`config.mk`:
```
export PLATFORM = sky130hd
export DESIGN_NAME = pulse_width_gate
export DESIGN_NICKNAME = d
export VERILOG_FILES = /design/src/rtl/pwg_pkg.sv /design/src/rtl/pwg_run_timer.sv /design/src/rtl/pwg_phase_fsm.sv /design/src/rtl/pulse_width_gate.sv
export SDC_FILE = /design/constraint.sdc
export NUM_CORES = 1
export LEC_CHECK = 0
export ABC_AREA = 1
export BUFFER_PORTS_ARGS = -buffer_cell sky130_fd_sc_hd__buf_2
export CAP_MARGIN = 20
export CORE_ASPECT_RATIO = 1.25
export CORE_MARGIN = 2
export CORE_UTILIZATION = 40
export CTS_CLUSTER_DIAMETER = 40
export DETAILED_ROUTE_END_ITERATION = 8
export GPL_TIMING_DRIVEN = 0
export PLACE_DENSITY_LB_ADDON = 0.25
export SYNTH_ARGS = -nofsm -noshare
export SYNTH_HDL_FRONTEND = slang
export SYNTH_HIERARCHICAL = 1
export SYNTH_SLANG_ARGS = --single-unit
```
`constraint.sdc`:
```
create_clock -name clk -period 4.08 [get_ports clk]
set_clock_uncertainty 0.15 [all_clocks]
set_input_delay 0.816 -clock clk [delete_from_list [all_inputs] [get_ports clk]]
set_output_delay 0.816 -clock clk [all_outputs]
set_load 0.1 [all_outputs]
```
`src/rtl/pwg_pkg.sv`:
```
package pwg_pkg;

    typedef enum logic [1:0] {
        PH_IDLE = 2'd0,
        PH_ARM  = 2'd1,
        PH_PASS = 2'd2
    } phase_e;

    typedef struct packed {
        phase_e phase;
        logic   pass;
        logic   rej;
    } fsm_reg_t;

endpackage

```
`src/rtl/pwg_run_timer.sv`:
```
module pwg_run_timer #(
    parameter int CW = 8
) (
    input  logic          clk,
    input  logic          rst_n,
    input  logic          din,
    input  logic [CW-1:0] limit,
    output logic          hit
);
    localparam logic [CW-1:0] CMAX = '1;

    typedef struct packed {
        logic [CW-1:0] cnt;
    } timer_reg_t;

    timer_reg_t r_d, r_q;

    always_comb begin
        r_d = r_q;
        if (!din) begin
            r_d.cnt = '0;
        end else if (r_q.cnt != CMAX) begin
            r_d.cnt = r_q.cnt + 1'b1;
        end
        // hit: this sample is at least the (limit+1)-th high one
        hit = din && (r_q.cnt >= limit);
    end

    always_ff @(posedge clk) begin
        if (!rst_n) r_q <= '0;
        else        r_q <= r_d;
    end


    timer_cleared_chk: assert property (@(posedge clk) disable iff (!rst_n)
        !din |=> (r_q.cnt == '0));

    timer_sat_chk: assert property (@(posedge clk) disable iff (!rst_n)
        (din && r_q.cnt == CMAX) |=> (r_q.cnt == CMAX));
endmodule

```
`src/rtl/pwg_phase_fsm.sv`:
```
module pwg_phase_fsm
    import pwg_pkg::*;
(
    input  logic clk,
    input  logic rst_n,
    input  logic din,
    input  logic hit,
    output logic pass_o,
    output logic rej_o
);
    fsm_reg_t s_d, s_q;

    always_comb begin
        s_d = s_q;
        s_d.rej = 1'b0;
        if (!din) begin
            s_d.phase = PH_IDLE;
            s_d.pass  = 1'b0;
            s_d.rej   = (s_q.phase == PH_ARM);
        end else if (s_q.phase == PH_PASS) begin
            s_d.pass = 1'b1;
        end else if (hit) begin
            s_d.phase = PH_PASS;
            s_d.pass  = 1'b1;
        end else begin
            s_d.phase = PH_ARM;
            s_d.pass  = 1'b0;
        end
    end

    always_ff @(posedge clk) begin
        if (!rst_n) s_q <= '{phase: PH_IDLE, pass: 1'b0, rej: 1'b0};
        else        s_q <= s_d;
    end

    assign pass_o = s_q.pass;
    assign rej_o  = s_q.rej;


    rej_single_chk: assert property (@(posedge clk) disable iff (!rst_n)
        rej_o |=> !rej_o);

    rej_excl_chk: assert property (@(posedge clk) disable iff (!rst_n)
        !(rej_o && pass_o));
endmodule

```
`src/rtl/pulse_width_gate.sv`:
```
module pulse_width_gate #(
    parameter int CNT_W = 8
) (
    input  logic             clk,
    input  logic             rst_n,
    input  logic [CNT_W-1:0] thresh,
    input  logic             pulse_in,
    output logic             pulse_out,
    output logic             reject_stb
);
    logic hit;

    pwg_run_timer #(.CW(CNT_W)) u_timer (
        .clk   (clk),
        .rst_n (rst_n),
        .din   (pulse_in),
        .limit (thresh),
        .hit   (hit)
    );

    pwg_phase_fsm u_fsm (
        .clk    (clk),
        .rst_n  (rst_n),
        .din    (pulse_in),
        .hit    (hit),
        .pass_o (pulse_out),
        .rej_o  (reject_stb)
    );


    out_needs_in_chk: assert property (@(posedge clk) disable iff (!rst_n)
        $rose(pulse_out) |-> $past(pulse_in));

    out_follows_fall_chk: assert property (@(posedge clk) disable iff (!rst_n)
        !pulse_in |=> !pulse_out);

    zero_thresh_chk: assert property (@(posedge clk) disable iff (!rst_n)
        (thresh == '0 && pulse_in) |=> pulse_out);
endmodule

```
==> flow_metrics.py, run 1 <==
metrics = {
    "outcome": {
        "status": "finished, final reports clean",
    },
    "route": {
        "postRouteAntennaNets": 0,
        "initialDrtViolationCount": 4,
        "routed_via_density": 4.58,
        "firstDrtPassIters": 2,
        "route.detailed.drc": 0,
        "post_drt_wl_per_cell_um": 8.52,
        "vias": 650,
        "routed_wl_um": 1210,
    },
    "placed_design": {
        "dp_slack_ns": 1.92,
        "place_inst": 138,
        "io_buffer_count": 12,
        "dp_hpwl_um": 1050,
        "globalplace.congestion": 0.718,
    },
    "global_route": {
        "grt_pass1_vias": 626,
        "overflow": 0,
        "grt.total_usage": 0.131,
        "grt_pass1_wl_um": 2210,
        "antenna_found_initial": 0,
        "grt_max_degree": 8,
    },
    "layout": {
        "nNetsFinal": 144,
        "instances_no_fill": 142,
        "antenna_cells": 0,
        "drive_above_1_share": 0.220,
        "area_growth_pct": 15.6,
    },
    "power_and_ir_drop": {
        "p_leak_uw": 0.000507,
        "ir_drop_uv": 165,
        "p_per_area_nw_per_um2": 261,
    },
    "critical_path": {
        "endpoint_kind": "output port",
        "rrSetupSlack_ns": 2.52,
        "cp_slowest_stage_delay_ns": 0.41,
        "worstSetupStartpointType": "flip-flop",
        "crit_path_max_fanout": 1,
        "worstReg2RegStart": "u_timer/r_q[7]",
        "worstPathArrival_ns": 0.98,
        "cp_cell_sequence": "buf_2",
        "r2r_end": "u_fsm/s_q[2]",
        "criticalPathCategory": "flip-flop to output port",
        "reg2reg_depth": 10,
        "cp_data_required_time_ns": 3.11,
        "cp_top_family": "buffers and inverters",
        "crit_path_top_delay_cell": "buf_2",
        "path_buf_inv": 1,
    },
    "yosys": {
        "synthAdderAreaFrac": 0.147,
        "synthTopCellsByArea": "dfxtp_1, ha_1, nand2_1, inv_1, a21oi_1",
        "ys_types": 18,
        "synthCells": 107,
        "synth_edf_count": 0,
        "synth_top_family_by_area": "simple AND/OR/NAND/NOR gates",
        "ys_seq_area_frac": 0.313,
        "synth_compound_area_frac": 0.0684,
        "ys_ff_latch": 12,
        "synth_top_area_share": 0.313,
        "syn_avg_cell_area_um2": 7.18,
        "synthFlopType": "dfxtp_1",
        "synth-xor-area-share": 0.0456,
        "synth_largest_area_cell": "dfxtp_1",
        "synth_area_um2": 768,
        "synthArstFlopShare": 0,
        "yosys.area_share.simple": 0.313,
        "synth_nets": 127,
        "ys.warnings.count": 6,
        "muxShareOfSynthArea": 0,
    },
    "min_path": {
        "whs_path_depth": 2,
        "min_to": "u_fsm/rej_o",
        "min_path_type": "flip-flop to flip-flop",
        "worstHoldStart": "u_fsm/s_q[2]",
    },
    "die": {
        "core_area_um2": 1790,
        "num_rows": 17,
        "start_util": 0.430,
        "io_pins": 13,
        "die_h_um": 53.0,
        "fp.dieW_um": 43.2,
        "dieArea_um2": 2290,
    },
    "timing": {
        "whs_ns": 0.293,
        "grt_setup_unrepaired": "no",
        "worst_slack_ns": 2.13,
        "setup_violations": 0,
        "period_share": 0.477,
        "fmax_mhz": 513,
        "hold_viol_final": 0,
        "relSlewSlack": 0.677,
        "tightest_slew_ns": 0.489,
        "finalCriticalPeriod_ns": 1.95,
        "fin_setup_tns_ns": 0,
        "slew_violations": 0,
    },
    "cts": {
        "clkLatencyLatePin_ns": 0.26,
        "hold_buffers": 0,
        "cts-root-buf": "clkbuf_4",
        "postCtsSetupRepairBufs": 0,
        "clockBufferDepth": 2,
        "cts_made_buffers": 3,
        "cts_resized": 0,
        "cts.clk_slew.worst_paths_ns": 0.07,
        "cts_tree": "yes",
        "cts.sinks": 12,
        "h-tree-depth": 1,
    },
    "job": {
        "max-cap-violations": 0,
    },
}
==> kinds of logic after synthesis <==
group	count (synthesis)
compound gates	10
xor+xnor	4
fa+ha+maj	9
buf+inv	22
flops	12
simple gates	50
==> area by class of cell <==
class | instances | area [um2]
clock buffer | 4 | 36.3
fill | 196 | 898
timing repair buffer | 12 | 60.1
multi-input combinational | 73 | 440
tap | 19 | 23.8
inverter | 22 | 87.6
sequential | 12 | 240
==> layer usage <==
layer	up-vias	routed length [um]	share of wire	global-route usage
met3	2	42	0.035	0.0102
met1	281	498	0.41	0.128
met4	0	17	0.014	0.106
met2	9	652	0.54	0.246
li1	358	-	-	-
met5	-	0	0	0
==> through the flow <==
stage,instance area (um2),power [uW],utilization
6_report,888,232,0.497
5_1_grt,888,250,0.497
4_1_cts,888,238,0.497
3_5_place_dp,852,144,0.477
3_3_place_gp,852,144,0.477
2_1_floorplan,768,136,-
==> layout by cell type, fill, tap and decap left out <==
| cell type | n |
|---|---|
| nand3_1 | 4 |
| o21ai_0 | 2 |
| clkbuf_4 | 3 |
| a21oi_1 | 7 |
| a21o_1 | 1 |
| clkinv_4 | 1 |
| nor2_1 | 9 |
| ha_1 | 9 |
| nand2_2 | 3 |
| xor2_1 | 4 |
| nand3_2 | 1 |
| buf_2 | 12 |
| nand2_4 | 1 |
| dfxtp_1 | 12 |
| inv_1 | 21 |
| nor2_4 | 2 |
| nand2_1 | 25 |
| clkbuf_8 | 1 |
| nand4_1 | 1 |
| nor2_2 | 3 |
| nor3_1 | 1 |
==> worst max path at each step <==
stage | cells past startpoint | slack (ns) | from | endpoint
after floorplan | 11 | 2.14 | thresh[7] | u_fsm/s_q[2]
after global placement | 11 | 1.93 | thresh[7] | u_fsm/pass_o
after detailed placement | 12 | 1.92 | thresh[7] | u_fsm/s_q[2]
after CTS | 1 | 2.11 | u_fsm/rej_o | reject_stb
after global routing | 11 | 2.08 | thresh[7] | u_fsm/s_q[3]
final | 1 | 2.13 | u_fsm/pass_o | pulse_out
==> power breakdown <==
part	internal (uW)	total (uW)	switching (uW)
Clock	54.2	90.9	36.7
Sequential	119	120	1.46
Combinational	8.83	21.0	12.2
==> synth_stat cells, types with 2 or more instances <==
master    n
a21oi_1   7
dfxtp_1  12
ha_1      9
inv_1    21
nand2_1  25
nand2_2   3
nand3_1   4
nor2_1    9
nor2_2    3
nor2_4    2
o21ai_0   2
xor2_1    4
==> state kept, by name, summed over array words and instances (netlist names) <==
register,count
u_fsm/pass_o,1
u_fsm/s_q,2
u_fsm/rej_o,1
u_timer/r_q,8
Note: power is estimated with default switching activity, not from simulation.
==> run 2: changes to the inputs <==
Settings changed: ABC_AREA 1 to 0.
Clock period 4.08 ns to 1.76 ns, I/O delays scaled along.
==> flow_metrics.py, run 2 <==
metrics = {
    "outcome": {
        "status": "finished, final reports clean",
    },
    "route": {
        "post_drt_wl_per_cell_um": 12.1,
        "route.detailed.drc": 0,
        "routed_wl_um": 1370,
        "initialDrtViolationCount": 6,
        "routed_via_density": 5.37,
        "postRouteAntennaNets": 0,
        "firstDrtPassIters": 3,
        "vias": 607,
    },
    "timing": {
        "hold_viol_final": 0,
        "setup_violations": 0,
        "fmax_mhz": 586,
        "period_share": 0.970,
        "whs_ns": 0.215,
        "tightest_slew_ns": 0.483,
        "relSlewSlack": 0.680,
        "grt_setup_unrepaired": "yes",
        "slew_violations": 0,
        "finalCriticalPeriod_ns": 1.71,
        "fin_setup_tns_ns": 0,
    },
    "layout": {
        "top_register": "u_timer/r_q",
        "final_cell_area_um2": 876,
        "instances_no_fill": 113,
        "multi_input_area_um2": 467,
        "top_regs": "u_timer/r_q (8), u_fsm/s_q (2)",
        "largest_reg_flops": 8,
        "nFillCells": 174,
        "nNetsFinal": 116,
        "drive_above_1_share": 0.372,
        "register_area_um2": 248,
        "final_cell_mix": "buf_2, dfxtp_1, inv_1",
        "antenna_cells": 0,
        "area_growth_pct": 23.5,
        "mostFrequentLayoutCell": "buf_2",
    },
    "critical_path": {
        "criticalPathCategory": "flip-flop to flip-flop",
        "worstPathArrival_ns": 1.76,
        "cp_data_required_time_ns": 1.81,
        "crit_path_max_fanout": 6,
        "worstReg2RegStart": "u_timer/r_q[0]",
        "endpoint_kind": "flip-flop",
        "critPathLaunch": "u_timer/r_q[0]",
        "worstSetupStartpointType": "flip-flop",
    },
    "die": {
        "core_area_um2": 1720,
        "dieArea_um2": 2130,
        "num_rows": 17,
        "fp.dieW_um": 41.7,
        "io_pins": 13,
        "start_util": 0.412,
        "die_h_um": 51.1,
    },
    "cts": {
        "clockBufferDepth": 2,
        "cts-root-buf": "clkbuf_4",
        "cts.sinks": 12,
        "clkLatencyLatePin_ns": 0.26,
        "cts_tree": "yes",
        "hold_buffers": 0,
        "cts.clk_slew.worst_paths_ns": 0.07,
        "cts_made_buffers": 3,
        "h-tree-depth": 1,
    },
    "power_and_ir_drop": {
        "ir_drop_uv": 349,
        "p_leak_uw": 0.000399,
        "finalPower_uw": 498,
        "p_per_area_nw_per_um2": 568,
    },
    "placed_design": {
        "io_buffer_count": 12,
        "place_area_um2": 793,
        "place_inst": 109,
        "globalplace.congestion": 0.706,
        "dp_hpwl_um": 1010,
    },
    "job": {
        "max-cap-violations": 0,
    },
    "global_route": {
        "grt_pass1_wl_um": 2460,
        "overflow": 0,
        "grt_max_degree": 10,
        "grt_pass1_vias": 620,
        "antenna_found_initial": 0,
        "grt.total_usage": 0.150,
    },
    "yosys": {
        "ys_seq_area_frac": 0.339,
        "syn_avg_cell_area_um2": 9.10,
        "synth_area_um2": 709,
        "synth_common_cells": "dfxtp_1, inv_1, ha_1, a21oi_1, nor2_1",
        "post-synth-top-count-cell": "dfxtp_1",
        "synthArstFlopShare": 0,
        "synthCells": 78,
        "synthFlopType": "dfxtp_1",
        "synth_nets": 98,
        "ys.warnings.count": 6,
        "synth_edf_count": 0,
        "synthTopCellsByArea": "dfxtp_1, ha_1, inv_1, a21oi_1, nor2_1",
        "ys_ff_latch": 12,
        "synth_top_area_share": 0.339,
        "ys_types": 31,
        "synth_largest_area_cell": "dfxtp_1",
    },
    "min_path": {
        "worstHoldStart": "rst_n",
        "min_path_type": "input pin to flip-flop",
    },
}
-- run 2: cell types whose count changed in the layout (fill, tap and decap cells not counted), moves of 3 or more --
cell,before,now
nand2_2,3,0
nor2_1,9,6
a21oi_1,7,4
nor2_2,3,0
nand2_1,25,5
inv_1,21,8
a21oi_2,0,3
-- run 2: where the power goes --
| part | total, uW | switching (uW) | leakage, uW | internal, uW |
|---|---|---|---|---|
| clock network | 163 | 84.1 | 0.0000138 | 79.0 |
| registers | 279 | 5.16 | 0.0000987 | 273 |
| logic | 55.8 | 30.1 | 0.000286 | 25.7 |
| total | 498 | 119 | 0.000399 | 378 |
-- run 2: cells by family (layout without fill, tap and decap cells) --
group | count (synthesis) | after routing | synth area share
mux | 1 | 1 | 0.0141
compound gates | 19 | 19 | 0.182
flops | 12 | 12 | 0.339
buf+inv | 11 | 27 | 0.0582
fa+ha+maj | 9 | 9 | 0.159
simple gates | 23 | 23 | 0.212
xor+xnor | 3 | 3 | 0.0370
-- run 2: worst paths after layout --
check	to	slack, ns	depth (start not counted)
max	u_fsm/s_q[3]	0.05	7
max reg2reg	u_fsm/s_q[3]	0.05	7
min reg2reg	u_fsm/s_q[3]	0.36	2
min	u_timer/r_q[2]	0.21	3
-- run 2: layout make-up --
class                      instances  share of cell area
multi-input combinational         55               0.533
inverter                          10              0.0457
timing repair buffer              14              0.0857
sequential                        12               0.283
clock buffer                       3              0.0257
tap                               19              0.0271
-- run 2: worst max-delay path: stages (launching register included) --
cell       delay, ns
dfxtp_4         0.39
inv_4           0.04
ha_4            0.24
o211ai_1        0.11
a2111oi_2       0.32
o21a_1          0.21
inv_2           0.06
a21oi_2         0.12
-- run 2: metal layers --
layer / GRT usage / wire (um) / vias to the layer above
li1: - / - / 314
met1: 0.162 / 596 / 285
met2: 0.263 / 718 / 6
met3: 0.0318 / 33 / 2
met4: 0.0968 / 17 / 0
met5: 0 / 0 / -
-- run 2: repair_timing --
item                       4_1_cts  5_1_grt
buffers inserted                 0        2
hold endpoints to repair         0        0
setup endpoints to repair        3        5
pin swaps                        2        1
resized for setup                5        8
-- run 2: metrics by stage --
step	util	setup slack (ns)
after floorplan	-	0.0405
after global placement	0.460	-0.210
after detailed placement	0.460	-0.214
after CTS	0.480	0.0289
after global routing	0.508	-0.0393
final	0.508	0.0533
==> run 3: changes to the inputs <==
==> constraint.sdc (replaced) <==
create_clock -name clk -period 2 [get_ports clk]
set_clock_uncertainty 0.15 [all_clocks]
set_input_delay 0.2 -clock clk [delete_from_list [all_inputs] [get_ports clk]]
set_output_delay 0.2 -clock clk [all_outputs]
set_load 0.1 [all_outputs]
==> flow_metrics.py, run 3 (synthesized netlist as in run 2, its figures left out) <==
metrics = {
    "timing": {
        "setup_violations": 0,
        "period_share": 0.912,
        "fmax_mhz": 548,
        "hold_viol_final": 0,
        "finalCriticalPeriod_ns": 1.82,
        "tightest_slew_ns": 0.483,
        "fin_setup_tns_ns": 0,
        "slew_violations": 0,
        "relSlewSlack": 0.680,
        "grt_setup_unrepaired": "no",
    },
    "cts": {
        "postCtsSetupRepairBufs": 0,
        "cts-root-buf": "clkbuf_4",
        "cts_resized": 0,
        "cts.sinks": 12,
        "clockBufferDepth": 2,
        "cts_tree": "yes",
        "hold_buffers": 0,
        "cts.clk_slew.worst_paths_ns": 0.07,
        "clkLatencyLatePin_ns": 0.26,
        "cts_made_buffers": 3,
        "h-tree-depth": 1,
    },
    "placed_design": {
        "place_area_um2": 793,
        "globalplace.congestion": 0.706,
        "dp_hpwl_um": 1010,
        "io_buffer_count": 12,
    },
    "route": {
        "routed_via_density": 5.43,
        "firstDrtPassIters": 3,
        "initialDrtViolationCount": 2,
        "post_drt_wl_per_cell_um": 11.5,
        "postRouteAntennaNets": 0,
        "vias": 608,
        "routed_wl_um": 1290,
        "route.detailed.drc": 0,
    },
    "die": {
        "dieArea_um2": 2130,
        "io_pins": 13,
        "fp.dieW_um": 41.7,
        "core_area_um2": 1720,
        "num_rows": 17,
        "start_util": 0.412,
        "die_h_um": 51.1,
    },
    "layout": {
        "area_growth_pct": 16.0,
        "final_cell_area_um2": 823,
        "top_register": "u_timer/r_q",
        "nFillCells": 180,
        "register_area_um2": 241,
        "nNetsFinal": 115,
        "antenna_cells": 0,
        "top_regs": "u_timer/r_q (8), u_fsm/s_q (2)",
        "multi_input_area_um2": 434,
        "largest_reg_flops": 8,
        "final_cell_mix": "buf_2, dfxtp_1, inv_1",
        "drive_above_1_share": 0.280,
        "mostFrequentLayoutCell": "buf_2",
    },
    "global_route": {
        "grt_max_degree": 10,
        "grt_pass1_wl_um": 2460,
        "overflow": 0,
        "grt_pass1_vias": 620,
        "antenna_found_initial": 0,
        "grt.total_usage": 0.150,
    },
    "critical_path": {
        "endpoint_kind": "flip-flop",
        "criticalPathCategory": "flip-flop to flip-flop",
        "worstPathArrival_ns": 1.87,
        "worstSetupStartpointType": "flip-flop",
        "cp_data_required_time_ns": 2.04,
        "crit_path_max_fanout": 9,
    },
    "outcome": {
        "status": "finished, final reports clean",
    },
    "power_and_ir_drop": {
        "p_leak_uw": 0.000388,
        "p_per_area_nw_per_um2": 524,
        "finalPower_uw": 431,
        "ir_drop_uv": 320,
    },
    "min_path": {
        "min_path_type": "input pin to flip-flop",
    },
    "job": {
        "max-cap-violations": 0,
    },
}
-- run 3: per-stage QoR --
stage	hold WS [ns]	cells	setup WS, ns	util
floorplan	0.199	78	0.280	-
global placement	0.343	109	0.0303	0.460
detailed placement	0.352	109	0.0258	0.460
CTS	0.0659	112	0.0253	0.473
global route	0.0844	112	0.0445	0.478
finish	0.0741	112	0.176	0.478
-- run 3: final cells by class --
| cell class | count | area share |
|---|---|---|
| repair buffers | 12 | 0.0729 |
| well taps | 19 | 0.0289 |
| plain buffers | 1 | 0.00456 |
| inverters | 10 | 0.0456 |
| flip-flops and latches | 12 | 0.293 |
| clock buffers | 3 | 0.0274 |
| multi-input cells | 55 | 0.527 |
-- run 3: worst max-delay path, stage by stage (launching register included) --
cell and delay, ns:
dfxtp_1 0.49, ha_1 0.30, a211oi_1 0.30, a2111oi_2 0.11
o21a_1 0.23, nor3b_2 0.17
-- run 3: layer usage --
metal	GRT usage	share of wire	routed length [um]	up-vias
met2	0.263	0.50	644	6
met1	0.162	0.46	595	287
li1	-	-	-	313
met5	0	0	0	-
met4	0.0968	0.013	17	0
met3	0.0318	0.026	33	2
-- run 3: where the power goes --
part           internal (uW)  switching, uW  leakage [uW]  total, uW
clock                   69.5           72.5     0.0000138        142
sequential               243           4.14     0.0000976        247
combinational           18.9           23.5      0.000276       42.4
total                    331            100      0.000388        431
-- run 3: final timing paths --
kind	slack (ns)	to	startpoint	depth (start not counted)
worst max-delay path	0.18	u_fsm/s_q[2]	u_timer/r_q[2]	5
worst min register to register	0.36	u_fsm/pass_o	u_fsm/s_q[3]	2
worst max register to register	0.18	u_fsm/s_q[2]	u_timer/r_q[2]	5
worst min-delay path	0.07	u_timer/r_q[2]	rst_n	3
